File: config.mk
export PLATFORM = sky130hd
export DESIGN_NAME = ce_addr_logger
export DESIGN_NICKNAME = d
export VERILOG_FILES = /design/src/rtl/ce_log_pkg.sv /design/src/rtl/ce_evt_stage.sv /design/src/rtl/ce_capture_fsm.sv /design/src/rtl/ce_addr_slot.sv /design/src/rtl/ce_rd_mux.sv /design/src/rtl/ce_addr_logger.sv
export SDC_FILE = /design/constraint.sdc
export NUM_CORES = 1
export LEC_CHECK = 0
export ABC_AREA = 0
export ABC_CLOCK_PERIOD_IN_PS = 3850
export BUFFER_PORTS_ARGS = -buffer_cell sky130_fd_sc_hd__buf_4
export CORE_UTILIZATION = 24
export DETAILED_ROUTE_END_ITERATION = 10
export PLACE_DENSITY_LB_ADDON = 0.15
export SYNTH_ARGS = -nofsm -noshare
export SYNTH_HDL_FRONTEND = slang
export SYNTH_SLANG_ARGS = --single-unit
File: constraint.sdc
create_clock -name clk -period 3.85 [get_ports clk]
set_clock_uncertainty 0.15 [all_clocks]
set_input_delay 0.385 -clock clk [delete_from_list [all_inputs] [get_ports clk]]
set_output_delay 0.385 -clock clk [all_outputs]
set_load 0.01 [all_outputs]
File: src/rtl/ce_log_pkg.sv
package ce_log_pkg;

    typedef enum logic [1:0] {
        CAP_IDLE      = 2'd0,
        CAP_FIRST     = 2'd1,
        CAP_FULL      = 2'd2,
        CAP_NEXT_ONLY = 2'd3
    } cap_state_e;

    localparam int NUM_SLOTS  = 2;
    localparam int SLOT_FIRST = 0;
    localparam int SLOT_NEXT  = 1;

    // status word bit positions
    localparam int ST_NEXT_VLD  = 0;
    localparam int ST_FIRST_VLD = 1;
    localparam int ST_FIRST_SCR = 2;
    localparam int ST_NEXT_SCR  = 3;

    // read selector codes
    localparam logic [1:0] SEL_FIRST  = 2'd0;
    localparam logic [1:0] SEL_NEXT   = 2'd1;
    localparam logic [1:0] SEL_STATUS = 2'd2;

endpackage

File: src/rtl/ce_evt_stage.sv
module ce_evt_stage #(
    parameter int FIELD_W = 24
) (
    input  logic               clk,
    input  logic               pg_rst_n,
    input  logic               warm_rst_n,
    input  logic               evt_valid,
    input  logic               evt_corr,
    input  logic               evt_scrub,
    input  logic [FIELD_W-1:0] evt_page,
    output logic               stg_valid,
    output logic               stg_scrub,
    output logic [FIELD_W-1:0] stg_page
);

    logic eligible;

    // demand reads and scrub reads are both eligible; only corrected ones
    assign eligible = evt_valid && evt_corr;

    always_ff @(posedge clk or negedge pg_rst_n) begin
        if (!pg_rst_n) begin
            stg_valid <= 1'b0;
            stg_scrub <= 1'b0;
            stg_page  <= '0;
        end else if (!warm_rst_n) begin
            stg_valid <= 1'b0;
            stg_scrub <= 1'b0;
            stg_page  <= '0;
        end else begin
            stg_valid <= eligible;
            if (eligible) begin
                stg_scrub <= evt_scrub;
                stg_page  <= evt_page;
            end
        end
    end

endmodule

File: src/rtl/ce_capture_fsm.sv
module ce_capture_fsm
    import ce_log_pkg::*;
(
    input  logic       clk,
    input  logic       pg_rst_n,
    input  logic       warm_rst_n,
    input  logic       stg_valid,
    input  logic       clr_wr,
    input  logic [1:0] clr_bits,
    output cap_state_e state,
    output logic       first_vld,
    output logic       next_vld,
    output logic       ld_first,
    output logic       ld_next
);

    cap_state_e state_nx;
    logic       clr_first;
    logic       clr_next;
    logic       clr_any;
    logic       accept;

    assign clr_first = clr_wr && clr_bits[ST_FIRST_VLD];
    assign clr_next  = clr_wr && clr_bits[ST_NEXT_VLD];
    assign clr_any   = clr_first || clr_next;
    // a clear on the same edge wins; a warm reset flushes the staged event
    assign accept    = stg_valid && warm_rst_n && !clr_any;

    // state register: held only by power-good reset
    always_ff @(posedge clk or negedge pg_rst_n) begin
        if (!pg_rst_n) begin
            state <= CAP_IDLE;
        end else begin
            state <= state_nx;
        end
    end

    always_comb begin
        state_nx = state;
        unique case (state)
            CAP_IDLE: begin
                if (accept) begin
                    state_nx = CAP_FIRST;
                end
            end
            CAP_FIRST: begin
                if (clr_first) begin
                    state_nx = CAP_IDLE;
                end else if (accept) begin
                    state_nx = CAP_FULL;
                end
            end
            CAP_FULL: begin
                if (clr_first && clr_next) begin
                    state_nx = CAP_IDLE;
                end else if (clr_first) begin
                    state_nx = CAP_NEXT_ONLY;
                end else if (clr_next) begin
                    state_nx = CAP_FIRST;
                end
            end
            CAP_NEXT_ONLY: begin
                if (clr_next) begin
                    state_nx = CAP_IDLE;
                end else if (accept) begin
                    state_nx = CAP_FULL;
                end
            end
            default: state_nx = CAP_IDLE;
        endcase
    end

    // outputs
    always_comb begin
        first_vld = 1'b0;
        next_vld  = 1'b0;
        ld_first  = 1'b0;
        ld_next   = 1'b0;
        unique case (state)
            CAP_IDLE: begin
                ld_first = accept;
            end
            CAP_FIRST: begin
                first_vld = 1'b1;
                ld_next   = accept;
            end
            CAP_FULL: begin
                first_vld = 1'b1;
                next_vld  = 1'b1;
            end
            CAP_NEXT_ONLY: begin
                next_vld = 1'b1;
                ld_first = accept;
            end
            default: begin
                first_vld = 1'b0;
            end
        endcase
    end

endmodule

File: src/rtl/ce_addr_slot.sv
module ce_addr_slot #(
    parameter int FIELD_W = 24
) (
    input  logic               clk,
    input  logic               pg_rst_n,
    input  logic               ld,
    input  logic [FIELD_W-1:0] d_page,
    input  logic               d_scrub,
    output logic [FIELD_W-1:0] q_page,
    output logic               q_scrub
);

    always_ff @(posedge clk or negedge pg_rst_n) begin
        if (!pg_rst_n) begin
            q_page  <= '0;
            q_scrub <= 1'b0;
        end else if (ld) begin
            q_page  <= d_page;
            q_scrub <= d_scrub;
        end
    end

endmodule

File: src/rtl/ce_rd_mux.sv
module ce_rd_mux
    import ce_log_pkg::*;
#(
    parameter int FIELD_W   = 24,
    parameter int FIELD_LSB = 2,
    parameter int WORD_W    = 32
) (
    input  logic [1:0]         rd_sel,
    input  logic               first_vld,
    input  logic               next_vld,
    input  logic [FIELD_W-1:0] first_page,
    input  logic [FIELD_W-1:0] next_page,
    input  logic               first_scrub,
    input  logic               next_scrub,
    output logic [WORD_W-1:0]  rd_data
);

    always_comb begin
        rd_data = '0;
        unique case (rd_sel)
            SEL_FIRST: begin
                if (first_vld) begin
                    rd_data[FIELD_LSB +: FIELD_W] = first_page;
                end
            end
            SEL_NEXT: begin
                if (next_vld) begin
                    rd_data[FIELD_LSB +: FIELD_W] = next_page;
                end
            end
            SEL_STATUS: begin
                rd_data[ST_NEXT_VLD]  = next_vld;
                rd_data[ST_FIRST_VLD] = first_vld;
                rd_data[ST_FIRST_SCR] = first_vld && first_scrub;
                rd_data[ST_NEXT_SCR]  = next_vld && next_scrub;
            end
            default: rd_data = '0;
        endcase
    end

endmodule

File: src/rtl/ce_addr_logger.sv
module ce_addr_logger
    import ce_log_pkg::*;
#(
    parameter int PADDR_W   = 36,
    parameter int PAGE_LSB  = 12,
    parameter int WORD_W    = 32,
    parameter int FIELD_LSB = 2,
    parameter int FIELD_W   = PADDR_W - PAGE_LSB
) (
    input  logic               clk,
    input  logic               pwrgood_rst_n,
    input  logic               warm_rst_n,
    input  logic               evt_valid,
    input  logic               evt_corr,
    input  logic               evt_scrub,
    input  logic [FIELD_W-1:0] evt_page,
    input  logic               sw_clr_wr,
    input  logic [1:0]         sw_clr_data,
    input  logic [1:0]         rd_sel,
    output logic [WORD_W-1:0]  rd_data
);

    logic               stg_valid;
    logic               stg_scrub;
    logic [FIELD_W-1:0] stg_page;
    cap_state_e         cap_state;
    logic               first_vld;
    logic               next_vld;
    logic [NUM_SLOTS-1:0] ld_vec;
    logic [FIELD_W-1:0] slot_page [NUM_SLOTS];
    logic [NUM_SLOTS-1:0] slot_scrub;

    ce_evt_stage #(.FIELD_W(FIELD_W)) u_stage (
        .clk        (clk),
        .pg_rst_n   (pwrgood_rst_n),
        .warm_rst_n (warm_rst_n),
        .evt_valid  (evt_valid),
        .evt_corr   (evt_corr),
        .evt_scrub  (evt_scrub),
        .evt_page   (evt_page),
        .stg_valid  (stg_valid),
        .stg_scrub  (stg_scrub),
        .stg_page   (stg_page)
    );

    ce_capture_fsm u_fsm (
        .clk        (clk),
        .pg_rst_n   (pwrgood_rst_n),
        .warm_rst_n (warm_rst_n),
        .stg_valid  (stg_valid),
        .clr_wr     (sw_clr_wr),
        .clr_bits   (sw_clr_data),
        .state      (cap_state),
        .first_vld  (first_vld),
        .next_vld   (next_vld),
        .ld_first   (ld_vec[SLOT_FIRST]),
        .ld_next    (ld_vec[SLOT_NEXT])
    );

    for (genvar g = 0; g < NUM_SLOTS; g++) begin : g_slot
        ce_addr_slot #(.FIELD_W(FIELD_W)) u_slot (
            .clk      (clk),
            .pg_rst_n (pwrgood_rst_n),
            .ld       (ld_vec[g]),
            .d_page   (stg_page),
            .d_scrub  (stg_scrub),
            .q_page   (slot_page[g]),
            .q_scrub  (slot_scrub[g])
        );
    end

    ce_rd_mux #(
        .FIELD_W   (FIELD_W),
        .FIELD_LSB (FIELD_LSB),
        .WORD_W    (WORD_W)
    ) u_mux (
        .rd_sel      (rd_sel),
        .first_vld   (first_vld),
        .next_vld    (next_vld),
        .first_page  (slot_page[SLOT_FIRST]),
        .next_page   (slot_page[SLOT_NEXT]),
        .first_scrub (slot_scrub[SLOT_FIRST]),
        .next_scrub  (slot_scrub[SLOT_NEXT]),
        .rd_data     (rd_data)
    );

endmodule

# ---- After elaboration in Yosys (flattened, before gate mapping)
# Cells that the tools add are included.
dict set report word_totals {
  reg_bits 78
  in_bits 35
  out_inout_bits 32
  word_cells 54
}
dict set report classes {
  n_eq_ne 8
  mux 22
  n_reduce_logical 16
}
# op n
set ops {}
lappend ops {{24-bit 2-to-1 mux} 4}
lappend ops {{22-bit case mux with 2 select lines} 1}
lappend ops {{2-bit 2-to-1 mux} 8}
lappend ops {{1-bit logical AND} 8}
lappend ops {{2-bit case mux with 4 select lines} 1}
lappend ops {{1-bit 2-to-1 mux} 7}
lappend ops {{2-bit == test (second input constant)} 3}
lappend ops {{2-bit case mux with 3 select lines} 1}
lappend ops {{2-bit OR reduction} 3}
lappend ops {{2-bit by 1-bit == test with 1-bit output (second input constant)} 2}
lappend ops {{2-bit logical NOT} 2}
lappend ops {{2-bit by 1-bit != test with 1-bit output (second input constant)} 2}
lappend ops {{4-bit by 1-bit != test with 1-bit output (second input constant)} 1}
lappend ops {{2-bit AND reduction} 1}
lappend ops {{1-bit logical NOT} 1}
lappend ops {{1-bit logical OR} 1}

# ---- Longest topological paths before layout
dict set report depth {
  ltp_word 7
  ltp_mapped 7
  ltp_nobuf 6
}

# ---- Cells and area by module
# A second synthesis with hierarchy kept.
dict set report unflattened {
  cells_unflattened 302
  area_unflattened_um2 3910.0
}
# module n_inst cells_per_inst area_per_inst_um2 seq_area_each_um2
set by_module_without_submodules {}
lappend by_module_without_submodules {ce_addr_slot 2 53 1033.5 625.6}
lappend by_module_without_submodules {ce_evt_stage 1 117 1207.4 650.6}
lappend by_module_without_submodules {ce_rd_mux 1 44 360.3 0.0}
lappend by_module_without_submodules {ce_capture_fsm 1 35 275.3 50.0}

# ---- Least setup slack after synthesis
# OpenSTA, ideal clock, no wires.
dict set report synth_path {
  path_type {reg-to-output}
  start {reg u_fsm.state[1]}
  end {out rd_data[21]}
  t_arrival_ps 1571
  path_slack_ps 1744
  path_stages_with_launch 7
  path_buffers 1
  cell_sequence {dfrtp_1 inv_1 ha_1 nand2b_1 nor2_1 clkbuf_1 a22o_1}
}
dict set report synth_between {
  elab_chain_len 5
  word_cells_on_any_way 10
  classes_between {eq/ne: 3; mux: 5; reduce/logical: 2}
}
# item line
set synth_lines {}
lappend synth_lines {{start: declaration} ce_capture_fsm.sv:10} ;# output cap_state_e state,
lappend synth_lines {{start signal: assignment} ce_capture_fsm.sv:34} ;# state <= state_nx;
lappend synth_lines {{2-bit == test or 2-bit by 1-bit == test with 1-bit output (tied branches)} ce_capture_fsm.sv:79} ;# unique case (state)
lappend synth_lines {{2-bit OR reduction (no source line)} -}
lappend synth_lines {{1-bit 2-to-1 mux} ce_capture_fsm.sv:79}
lappend synth_lines {{24-bit 2-to-1 mux, on equally long branches} {ce_rd_mux.sv:27, ce_rd_mux.sv:22}}
lappend synth_lines {{22-bit case mux with 2 select lines (*)} ce_rd_mux.sv:20} ;# unique case (rd_sel)
lappend synth_lines {{end: declaration} ce_addr_logger.sv:20} ;# output logic [WORD_W-1:0] rd_data
# Every way passes the cells marked *; elsewhere a longest branch is shown, timed or not.

# ---- Final worst setup path
dict set report layout_path {
  start {reg u_fsm.state[1]}
  end {out rd_data[14]}
}
# The elaborated chain is that of the path after synthesis.

==> results.py <==
metrics = {
    "setup_path": {
        "crit_end_category": "output pin",
        "r2r_setup_slack_ps": 1610,
        "critical_path.reg2reg.endpoint": "g_slot[0].u_slot.q_page[11]",
        "crit_fanout": 15,
        "critPathLaunch": "u_fsm.state[1]",
        "worst_path_class_setup": "reg -> out",
        "critical_path.reg2reg.startpoint": "u_fsm.state[1]",
        "wp_data_required_ps": 3310,
        "r2r.worst_path.cells": 4,
        "critical_path_arrival_ps": 2540,
        "startpoint_type": "flip-flop",
    },
    "placement": {
        "detailedPlace.worstSlack_ps": 1070,
        "gp_congestion": 0.670,
        "place.detailed.hpwl_um": 5150,
        "io_buffers": 60,
    },
    "die": {
        "dieArea_mm2": 0.0149,
        "fp-row-count": 43,
        "die-width_um": 122,
        "top_level_ports": 67,
        "floorplan.initialDensity_pct": 24.8,
        "fp.coreArea_mm2": 0.0140,
        "die_h_um": 122,
    },
    "clock_tree": {
        "h_tree_lvls": 3,
        "cts_root_buf": "sky130_fd_sc_hd__clkbuf_16",
        "cts_buffers": 9,
        "clock_latency_ps": 330,
        "max_root_sink_buffers": 2,
        "clkSlewWorstSetupHoldPaths_ps": 60,
        "cts_post_setup_buffers_inserted": 0,
        "cts_tree": "built",
        "clock_sink_count": 78,
        "cts.repair.resized": 0,
        "cts.hold.buffers_added": 0,
    },
    "route": {
        "antenna_left": 0,
        "first_iter_violations": 116,
        "first_pass_iters": 4,
        "post-route-drc-count": 0,
        "wire_length_reported_by_the_detailed_router_um": 8260,
        "post_drt_wl_per_cell_um": 17.1,
        "detailroute.via_count": 2112,
        "mean_number_of_vias_per_cell": 4.36,
    },
    "global_routing": {
        "antenna_found_initial": 0,
        "pin_count_of_the_biggest_net_entering_global_routing": 79,
        "first_global_vias": 2237,
        "globalRouteTotalUtil_pct": 11.8,
        "global_route_wire_length_before_repair_um": 12800,
        "globalRouteOverflowTotal": 0,
    },
    "sta": {
        "setup_total_negative_slack_ps": 0,
        "timing_max_transition_violations_final": 0,
        "period_needed_ps": 3070,
        "final.period_utilization_pct": 79.8,
        "timing_worst_slew_pin_value_ps": 1000,
        "grt_setup_unrepaired": "false",
        "maxClockFrequency_mhz": 325,
        "timing.final.ws_setup_ps": 778,
        "worst_slew_margin_pct": 33.1,
        "finalHoldViolations": 0,
        "setup-violations-final": 0,
    },
    "synth": {
        "synthesis.area_per_instance_um2": 14.5,
        "post-synth-top-area-fraction_pct": 56.3,
        "synth.largest_area_cell": "sky130_fd_sc_hd__dfrtp_1",
        "post_synth_instance_area_mm2": 0.00347,
        "yosys.cell_types.count": 37,
        "yosys_register_bits": 78,
        "syn-instance-count": 239,
        "synth_seq_area_share_pct": 56.3,
        "synth.area.top_cells": "sky130_fd_sc_hd__dfrtp_1 (56%), sky130_fd_sc_hd__a22o_1 (12%), sky130_fd_sc_hd__mux2_4 (8.7%)",
        "synth_warnings": 0,
    },
    "power": {
        "power.density_mw_per_mm2": 528,
        "static_power_due_to_leakage_nw": 2.23,
        "fin_total_pwr_mw": 2.31,
        "max-vdd-ir-drop_mv": 0.221,
    },
    "status": {
        "status": "complete, no violations",
    },
    "worst_hold_path": {
        "class_of_the_tightest_hold_or_removal_check": "in -> async",
    },
    "finish": {
        "antenna-diode-count": 0,
        "mostFrequentLayoutCell": "sky130_fd_sc_hd__dfrtp_1",
        "net_count_of_the_finished_layout": 339,
        "synthToLayoutAreaGrowth_pct": 26.3,
        "drive_gt1_share_pct": 42.4,
        "most-common-layout-cells": "sky130_fd_sc_hd__dfrtp_1 (78), sky130_fd_sc_hd__buf_4 (64), sky130_fd_sc_hd__a22o_1 (46), sky130_fd_sc_hd__mux2_2 (21), sky130_fd_sc_hd__mux2_4 (20)",
    },
    "flow_run": {
        "maxCapViolations": 0,
    },
}
[stage by stage]
step                utilization [%]  instances  cell area, um^2  hold WS, ps
floorplan                         -        244             3490        -60.6
global placement               28.9        468             4050          318
detailed placement             28.9        468             4050          325
CTS                            31.3        484             4380          115
global route                   31.3        484             4380          113
finish                         31.3        484             4380         71.2
[sequential cells by signal, summed over array words and instances (netlist names)]
register,flops
u_stage.stg_page,24
u_fsm.state,2
g_slot.u_slot.q_scrub,2
u_stage.stg_valid,1
u_stage.stg_scrub,1
g_slot.u_slot.q_page,48
[synthesized netlist by cell type (all sizes together)]
master and count:
dfrtp 78, mux2 50, a22o 47, buf 16, nand2 6, ha 5
clkbuf 4, nor2 4, a21oi 3, a22oi 3, and3 3, inv 3
o21ai 3, nand3 2, a21boi 1, a221oi 1, conb 1, mux2i 1
nand2b 1, nand3b 1, nand4b 1, nor3 1, o211ai 1, o22a 1
o2bb2ai 1, or3b 1
[power by group]
group	internal, mW	leakage [nW]	total [mW]	switching [mW]
registers	0.929	1.06	0.997	0.0684
logic	0.195	0.995	0.371	0.176
clock network	0.620	0.166	0.943	0.323
[kinds of logic after synthesis]
logic type | after synthesis | synth area share [%]
flops | 78 | 56.3
compound gates | 61 | 14.7
mux | 51 | 18.7
buf+inv | 23 | 4.73
simple gates | 20 | 3.68
fa+ha+maj | 5 | 1.80
other cells | 1 | 0.108
[how the worst max path moves through the flow]
| stage | endpoint | depth (start not counted) | slack, ps |
|---|---|---|---|
| 5_1_grt | rd_data[20] | 7 | 560 |
| 4_1_cts | rd_data[14] | 7 | 710 |
| 3_5_place_dp | rd_data[14] | 7 | 1070 |
| 2_1_floorplan | rd_data[21] | 6 | 1740 |
| 6_report | rd_data[14] | 7 | 780 |
| 3_3_place_gp | rd_data[21] | 7 | 1190 |
[final cells by class]
type                    count  area [um^2]
clock buffers              13          270
clock inverters             3         65.1
fillers                  1410         9610
inverters                   3         11.3
multi-input cells         143         1380
flip-flops and latches     78         1950
well taps                 180          225
repair buffers             64          480
[metal layers]
| metal | vias to the layer above | track usage, % | share of wire [%] |
|---|---|---|---|
| met5 | - | 0 | 0 |
| met4 | 0 | 4.34 | 1.2 |
| met3 | 5 | 2.83 | 3.2 |
| met2 | 42 | 18.4 | 48 |
| met1 | 1063 | 15.9 | 48 |
| li1 | 1002 | - | - |
[worst max-delay path, cell delays in order (launching register included)]
cell and delay [ps]:
sky130_fd_sc_hd__dfrtp_1 410, sky130_fd_sc_hd__inv_1 100, sky130_fd_sc_hd__ha_1 370, sky130_fd_sc_hd__nand2b_1 120, sky130_fd_sc_hd__nor2_2 650, sky130_fd_sc_hd__buf_4 290, sky130_fd_sc_hd__a22o_1 150, sky130_fd_sc_hd__buf_4 120
(Power assumes the default switching activity.)
